File: config.mk
export PLATFORM = sky130hd
export DESIGN_NAME = kbd_cmd_filter
export DESIGN_NICKNAME = d
export VERILOG_FILES = /design/src/rtl/kbd_cmd_filter.sv
export SDC_FILE = /design/constraint.sdc
export NUM_CORES = 1
export LEC_CHECK = 0
export BUFFER_PORTS_ARGS = -buffer_cell sky130_fd_sc_hd__buf_2
export CAP_MARGIN = 10
export CORE_ASPECT_RATIO = 0.9
export CORE_MARGIN = 4
export CORE_UTILIZATION = 49
export DETAILED_ROUTE_END_ITERATION = 12
export PLACE_DENSITY = 0.67
export SLEW_MARGIN = 30
export SYNTH_ARGS = -nofsm -noshare
export SYNTH_HDL_FRONTEND = slang
export SYNTH_SLANG_ARGS = --single-unit
File: constraint.sdc
create_clock -name clk -period 5.2 [get_ports clk]
set_input_delay 0 -clock clk [delete_from_list [all_inputs] [get_ports clk]]
set_output_delay 0 -clock clk [all_outputs]
set_load 0.02 [all_outputs]
File: src/rtl/kbd_cmd_filter.sv
module kbd_cmd_filter #(
  parameter int         DEPTH     = 8,
  parameter logic [6:0] NORM_BIAS = 7'd17,
  parameter logic [6:0] EXT_BIAS  = 7'd64
) (
  input  logic       clk,
  input  logic       rst_n,
  input  logic       cmd_valid,
  input  logic [7:0] cmd_byte,
  input  logic       key_valid,
  input  logic [7:0] key_code,
  input  logic       key_ext,
  output logic       out_valid,
  output logic [7:0] out_byte
);
  localparam int AW = (DEPTH > 1) ? $clog2(DEPTH) : 1;
  localparam int CW = AW + 1;
  localparam logic [7:0] CMD_RST = 8'h01, CMD_LAYOUT = 8'h07, CMD_LED = 8'h0E;
  localparam logic [7:0] CAPS_P = 8'd58, CAPS_R = 8'd186, NUM_P = 8'd69, NUM_R = 8'd197;

  logic [6:0] norm_tab [128];
  logic [6:0] ext_tab  [128];
  for (genvar i = 0; i < 128; i++) begin : g_tab
    assign norm_tab[i] = 7'(i) + NORM_BIAS;
    assign ext_tab[i]  = 7'(i) + EXT_BIAS;
  end

  logic          led_pend, ext_arm;
  logic [1:0]    caps_m, num_m;
  logic [7:0]    mem [DEPTH];
  logic [AW-1:0] wptr, rptr;
  logic [CW-1:0] count;

  logic       is_key, caps_p, caps_r, num_p, num_r, drop, key_push;
  logic [1:0] caps_nx, num_nx;
  logic [7:0] key_out;

  assign is_key  = key_valid && !key_ext;
  assign caps_p  = is_key && key_code == CAPS_P;
  assign caps_r  = is_key && key_code == CAPS_R;
  assign num_p   = is_key && key_code == NUM_P;
  assign num_r   = is_key && key_code == NUM_R;
  assign caps_nx = caps_m ^ {caps_r, caps_p};
  assign num_nx  = num_m ^ {num_r, num_p};
  assign drop    = (caps_p && caps_nx == 2'd2) || (caps_r && caps_nx == 2'd3) ||
                   (num_p && num_nx == 2'd2)   || (num_r && num_nx == 2'd3);
  assign key_push = is_key && !drop;
  assign key_out  = {key_code[7], ext_arm ? ext_tab[key_code[6:0]] : norm_tab[key_code[6:0]]};

  logic       cmd_live, rsp_pair;
  logic [7:0] rsp0, rsp1;
  assign cmd_live = cmd_valid && !led_pend;
  assign rsp_pair = cmd_live && (cmd_byte == CMD_RST || cmd_byte == CMD_LAYOUT);
  assign rsp0     = (cmd_byte == CMD_RST) ? 8'hFF : 8'hFE;
  assign rsp1     = (cmd_byte == CMD_RST) ? 8'h04 : 8'h00;

  logic [7:0]  slot [3];
  logic [CW:0] n_in, room, n_acc;
  logic        pop;

  assign slot[0] = rsp_pair ? rsp0 : key_out;
  assign slot[1] = rsp1;
  assign slot[2] = key_out;
  assign n_in    = (rsp_pair ? (CW+1)'(2) : '0) + (CW+1)'(key_push);
  assign pop     = count != '0;
  assign room    = (CW+1)'(DEPTH) - {1'b0, count} + (CW+1)'(pop);
  assign n_acc   = (n_in > room) ? room : n_in;

  assign out_valid = pop;
  assign out_byte  = mem[rptr];

  always_ff @(posedge clk) begin
    for (int k = 0; k < 3; k++)
      if ((CW+1)'(k) < n_acc) mem[wptr + AW'(k)] <= slot[k];
  end

  always_ff @(posedge clk or negedge rst_n) begin
    if (!rst_n) begin
      wptr <= '0; rptr <= '0; count <= '0;
      led_pend <= 1'b0; ext_arm <= 1'b0;
      caps_m <= 2'd0; num_m <= 2'd0;
    end else begin
      if (pop) rptr <= rptr + 1'b1;
      wptr  <= wptr + AW'(n_acc);
      count <= count - CW'(pop) + CW'(n_acc);
      if (cmd_valid) begin
        if (led_pend) led_pend <= 1'b0;
        else if (cmd_byte == CMD_LED) led_pend <= 1'b1;
      end
      caps_m <= caps_nx;
      num_m  <= num_nx;
      if (key_valid && key_ext) ext_arm <= 1'b1;
      else if (key_push) ext_arm <= 1'b0;
    end
  end

  AST_COUNT_BOUND: assert property (@(posedge clk) disable iff (!rst_n)
    count <= CW'(DEPTH));
  AST_RESET_REPLY: assert property (@(posedge clk) disable iff (!rst_n)
    (cmd_valid && !led_pend && cmd_byte == CMD_RST && count == '0)
    |=> (out_valid && out_byte == 8'hFF));
  AST_LED_SWALLOW: assert property (@(posedge clk) disable iff (!rst_n)
    (cmd_valid && led_pend && !key_valid && count == '0) |=> !out_valid);
  AST_UNKNOWN_QUIET: assert property (@(posedge clk) disable iff (!rst_n)
    (cmd_valid && !led_pend && cmd_byte != CMD_RST && cmd_byte != CMD_LAYOUT &&
     cmd_byte != CMD_LED && !key_valid && count == '0) |=> !out_valid);
  AST_PREFIX_QUIET: assert property (@(posedge clk) disable iff (!rst_n)
    (key_valid && key_ext && !cmd_valid && count == '0) |=> !out_valid);
endmodule

---- Yosys cells after proc, flatten, opt, wreduce, memory -nomap -nowiden ----
Memory sizes are Yosys's and may differ from the RTL's.
Index checks and enable logic that the tools add are counted.
word-level totals
  output and inout bits ................... 9
  bits in read-only memories .............. 1792
  bits in registers ....................... 16
  RAM bits ................................ 64
  memories kept ........................... 3
operators by class
  $add $sub $neg .......................... 9
  reductions and logical operators ........ 22
  order comparisons ....................... 5
  bitwise operators ....................... 3
  equality and inequality tests ........... 11
  muxes and demuxes ....................... 20
memory list
  memory           depth  width  rd ports  clocked after memory_dff  wr ports  line  source
  (no name shown)  128    7      1         0                         0         48    assign key_out = {key_code[7], ext_arm ? ext_tab[key_code[6:0]] : norm_tab[key_code[6:0]]};
  (no name shown)  128    7      1         0                         0         48
  mem              8      8      1         0                         3         30    logic [7:0] mem [DEPTH];
operators by type and width
  cell                                                        count
  2-to-1 mux 7 bit                                            5
  equality test 8 bit (second input constant)                 2
  logical AND 1 bit                                           13
  2-to-1 mux 1 bit                                            11
  less-than comparator 1 x 5 -> 1 bit (first input constant)  2
  equality test 2 bit (second input constant)                 4
  equality test 8 x 1 -> 1 bit (second input constant)        1
  equality test 8 x 3 -> 1 bit (second input constant)        1
  equality test 8 x 4 -> 1 bit (second input constant)        1
  equality test 8 x 6 -> 1 bit (second input constant)        1
  equality test 8 x 7 -> 1 bit (second input constant)        1
  >= comparator 8 bit (second input constant)                 1
  2-to-1 mux 8 bit                                            1
  inverter 7 -> 8 bit                                         1
  adder 3 x 1 -> 3 bit (second input constant)                2
  adder 5 x 1 -> 5 bit                                        1
  greater-than comparator 3 x 5 -> 1 bit                      1
  less-than comparator 2 x 5 -> 1 bit (first input constant)  1
  2-to-1 mux 5 bit                                            1
  subtractor 4 x 4 -> 5 bit (first input constant)            1
  adder 4 bit                                                 1
  logical OR 1 bit                                            4
  nonzero test 4 bit                                          1
  subtractor 4 x 1 -> 4 bit                                   1
  8 further kinds                                             11

---- Logic depth before layout (Yosys ltp) ----
  depth after elaboration ................. 17
  depth in mapped cells ................... 20

---- Worst setup path after synthesis ----
OpenSTA, ideal clock, no wires.
  kind .................................... register to register
  start ................................... register count[1]
  end ..................................... memory mem[0][0], enable pin
  required time ........................... 4.812 ns
  cell stages (with the launch flop) ...... 15
  path slack .............................. 0.807 ns
  path buffers ............................ 1
  clock period less this slack ............ 4.393 ns
  setup time .............................. 0.388 ns
  data arrival time ....................... 4.005 ns
  cells stage by stage .................... dfrtp_1 > or4_1 > inv_1 > ha_1 > inv_1 > ha_1 > inv_1 > ha_1 > nor2b_1 > o21ai_1 > or2_1 > clkbuf_1 > nor2_1 > a311o_1 > o311ai_1
RTL lines
  element                 line  source
  start, declared         32    logic [CW-1:0] count;
  start signal, assigned  85    count <= count - CW'(pop) + CW'(n_acc);
  end, declared           30

==> impl_metrics.json <==
{
  "post-synth-top-count-cell": "edfxtp_1",
  "clock_latency_ps": 370,
  "synthTopCellsByCount": "64 x edfxtp_1, 47 x a21oi_1, 22 x nand2_1",
  "antenna_violations_before_repair": 0,
  "status": "finished, final reports clean",
  "start_util_pct": 50.0,
  "synth_to_layout_area_growth_pct": 12.3,
  "path_class": "reg2reg",
  "postSynthAreaPerCell_um2": 11.9,
  "die_width_um": 113,
  "clkTransAtPathRegs_ps": 90,
  "clk_path_buf_depth": 2,
  "design.final.nets": 481,
  "synth_largest_type_area_fraction_pct": 39.8,
  "clockRootBuffer": "clkbuf_8",
  "cts_resized": 0,
  "post_layout_total_power_w": 0.00273,
  "arrival_ps": 4360,
  "relSlewSlack_pct": 37.4,
  "clock-sinks": 80,
  "netlist_area_um2": 4830,
  "placement.setup.worst_slack_ps": 870,
  "final-hold-violation-count": 0,
  "n_antenna_cell": 0,
  "synth_top_cells_by_area": "edfxtp_1 40%, dfrtp_1 8.3%, mux4_2 7.5%, a21oi_1 4.9%, ha_1 4.7%",
  "row_count": 34,
  "switching_share_pct": 40.7,
  "drt_iter0_markers": 353,
  "timing.critical_path.to_type": "register",
  "met2_wirelength_mm": 5.62,
  "ys_seq_area_share_pct": 48.1,
  "timing_max_transition_violations_final": 0,
  "power_report.internal_total_w": 0.00162,
  "ys_types": 73,
  "die_area_um2": 11500,
  "cts.repair_timing.setup_buffer_count": 0,
  "finalCriticalPeriod_ps": 4360,
  "placeableCoreArea_um2": 9660,
  "yosysWarnings": 0,
  "finClkSkew_ps": 10.6,
  "yosys.area.top_type": "edfxtp_1",
  "global_route.overflow_total": 0,
  "fmax_ghz": 0.229,
  "worstMarginPinSlew_ps": 931,
  "timing.critical_path.fanout_max": 8,
  "synth-edff-count": 64,
  "power.density_nw_per_um2": 503,
  "finalSetupViolations": 0,
  "boundaryPins": 30,
  "netlist_instances": 404,
  "uppermost_metal_layer_occupied_by_signal_nets": "met4",
  "p_comb_share_pct": 42.6,
  "wl_mm": 11.5,
  "rsz0062_at_grt": "false",
  "place_hpwl_mm": 8.36,
  "worst_ir_drop_on_vdd_v": 0.000385,
  "fin_crit_sh_pct": 83.9,
  "grt_pass1_vias": 3449,
  "cts.htree.levels": 3,
  "vias": 3508,
  "share_seq_of_total_power_pct": 37.6,
  "yosys_register_bits": 80,
  "viasPerCell": 6.14,
  "port_buffers": 29,
  "worst_hold_path_type": "in2async",
  "detailed_place.area_um2": 5090,
  "crit_required_ps": 5200,
  "layout.cell_area.non_filler_um2": 5420,
  "die_boundary_height_um": 102,
  "worst_setup_path_start_kind": "register",
  "gr-usage-all-layers_pct": 21.2,
  "worst_slack_ps": 837,
  "async_reset_ff_share_pct": 20.0,
  "cts_made_buffers": 9,
  "gp_routability_congestion": 0.930,
  "detailroute.wirelength.met3_um": 737,
  "final_routed_drc_violation_total": 0,
  "met1_length_mm": 4.88,
  "grt_start_max_net_pins": 30,
  "most_used_flip_flop_cell_after_synthesis": "edfxtp_1",
  "wl_per_cell_um": 20.2,
  "drt-pass1-iter-count": 5,
  "tritoncts": "yes",
  "drive_gt1_share_pct": 22.7,
  "setup.reg_to_reg.worst_slack_ps": 840,
  "power.share.clock_pct": 19.7,
  "mappedNetlistNets": 445,
  "static-leakage-power_nw": 1.99,
  "switchingPower_w": 0.00111,
  "totalNegativeSetupSlack_ps": 0,
  "drv.max_cap_violation_count": 0,
  "final_antenna_net_count": 0,
  "grt_pass1_wl_mm": 18.6
}
-- routing by layer --
layer / GRT usage [%] / vias up
li1: - / 1637
met5: 0 / -
met4: 7.67 / 0
met2: 34.7 / 132
met3: 4.44 / 26
met1: 28.2 / 1713
-- repair_timing --
item / in CTS / in global routing
endpoints found under the hold margin: 20 / 0
hold buffers: 9 / 0
endpoints found under the setup margin: 0 / 0
-- cell type report --
cell class,count,area [µm²]
fillers,815,4240
flip-flops and latches,80,2320
multi-input cells,280,2320
repair buffers,44,280
well taps,126,158
clock buffers,9,124
clock inverters,7,111
inverters,25,101
-- power by group through the flow --
stage               clock network (W)  logic [W]  registers, W
floorplan                           0   0.000978      0.000900
global placement                    0    0.00113       0.00103
detailed placement                  0    0.00115       0.00104
CTS                          0.000545    0.00116       0.00103
global route                 0.000578    0.00128       0.00105
finish                       0.000538    0.00116       0.00103
-- flip-flops by register name, summed over array words and instances (netlist names) --
| register | count |
|---|---|
| wptr | 3 |
| caps_m | 2 |
| ext_arm | 1 |
| mem | 64 |
| num_m | 2 |
| count | 4 |
| rptr | 3 |
| led_pend | 1 |
-- layout by cell type (no fill, tap or decap), types with 3 or more instances in the layout --
cell type	instances
nand2_1	22
o31ai_2	6
ha_1	18
dlygate4sd3_1	9
nand3_1	10
o211ai_1	4
mux4_2	16
dfrtp_1	15
inv_1	21
a21oi_1	47
mux2_2	9
mux2i_1	6
and3_1	4
nor2b_1	6
clkbuf_8	9
xnor2_1	8
nand2b_1	7
o41ai_1	4
o21ai_1	3
o221a_1	3
and4_1	3
o31ai_1	3
nor2_1	16
a31oi_1	3
o21ai_0	6
a21boi_1	12
buf_4	6
or3_1	3
nand4_1	5
a31o_1	4
edfxtp_1	64
buf_2	29
inv_6	3
xor2_1	7
-- cells by family after synthesis --
logic type | after synthesis | synth area share, %
muxes | 31 | 10.8
adders and majority gates | 20 | 5.50
other | 1 | 0.0777
DFF | 80 | 48.1
and+or+nand+nor | 98 | 12.0
buffers and inverters | 44 | 3.81
AOI/OAI and AO/OA | 115 | 17.0
xor gates and xnor gates | 15 | 2.72
-- worst max-delay path, cell delays in order, from the launching register on --
cell,delay [ps]
dfrtp_1,410
or4_1,620
inv_1,140
ha_1,200
inv_1,50
ha_1,330
inv_1,80
ha_1,280
nor2b_1,130
o21ai_1,310
or2_1,280
nor2_1,80
a311o_1,410
o211ai_1,670
-- stage by stage --
stage	hold slack, ps	utilization (%)	cells
final	69.2	56.1	571
after global routing	115	56.1	571
after CTS	75.3	56.1	571
after detailed placement	-58.3	52.7	546
after global placement	-58.3	52.7	546
after floorplan	-296	-	404
-- final timing paths --
kind | start | to | cells after the start
max | count[1]$_DFF_PN0_ | mem[5][3]$_DFFE_PP_ | 13
min | rst_n | count[3]$_DFF_PN0_ | 2
max reg2reg | count[1]$_DFF_PN0_ | mem[5][3]$_DFFE_PP_ | 13
min reg2reg | caps_m[0]$_DFF_PN0_ | caps_m[0]$_DFF_PN0_ | 1
max in group asynchronous | rst_n | rptr[0]$_DFFE_PN0N_ | 2
min in group clk | key_code[4] | num_m[0]$_DFF_PN0_ | 4
No activity file was read; power rests on OpenSTA's default activity.
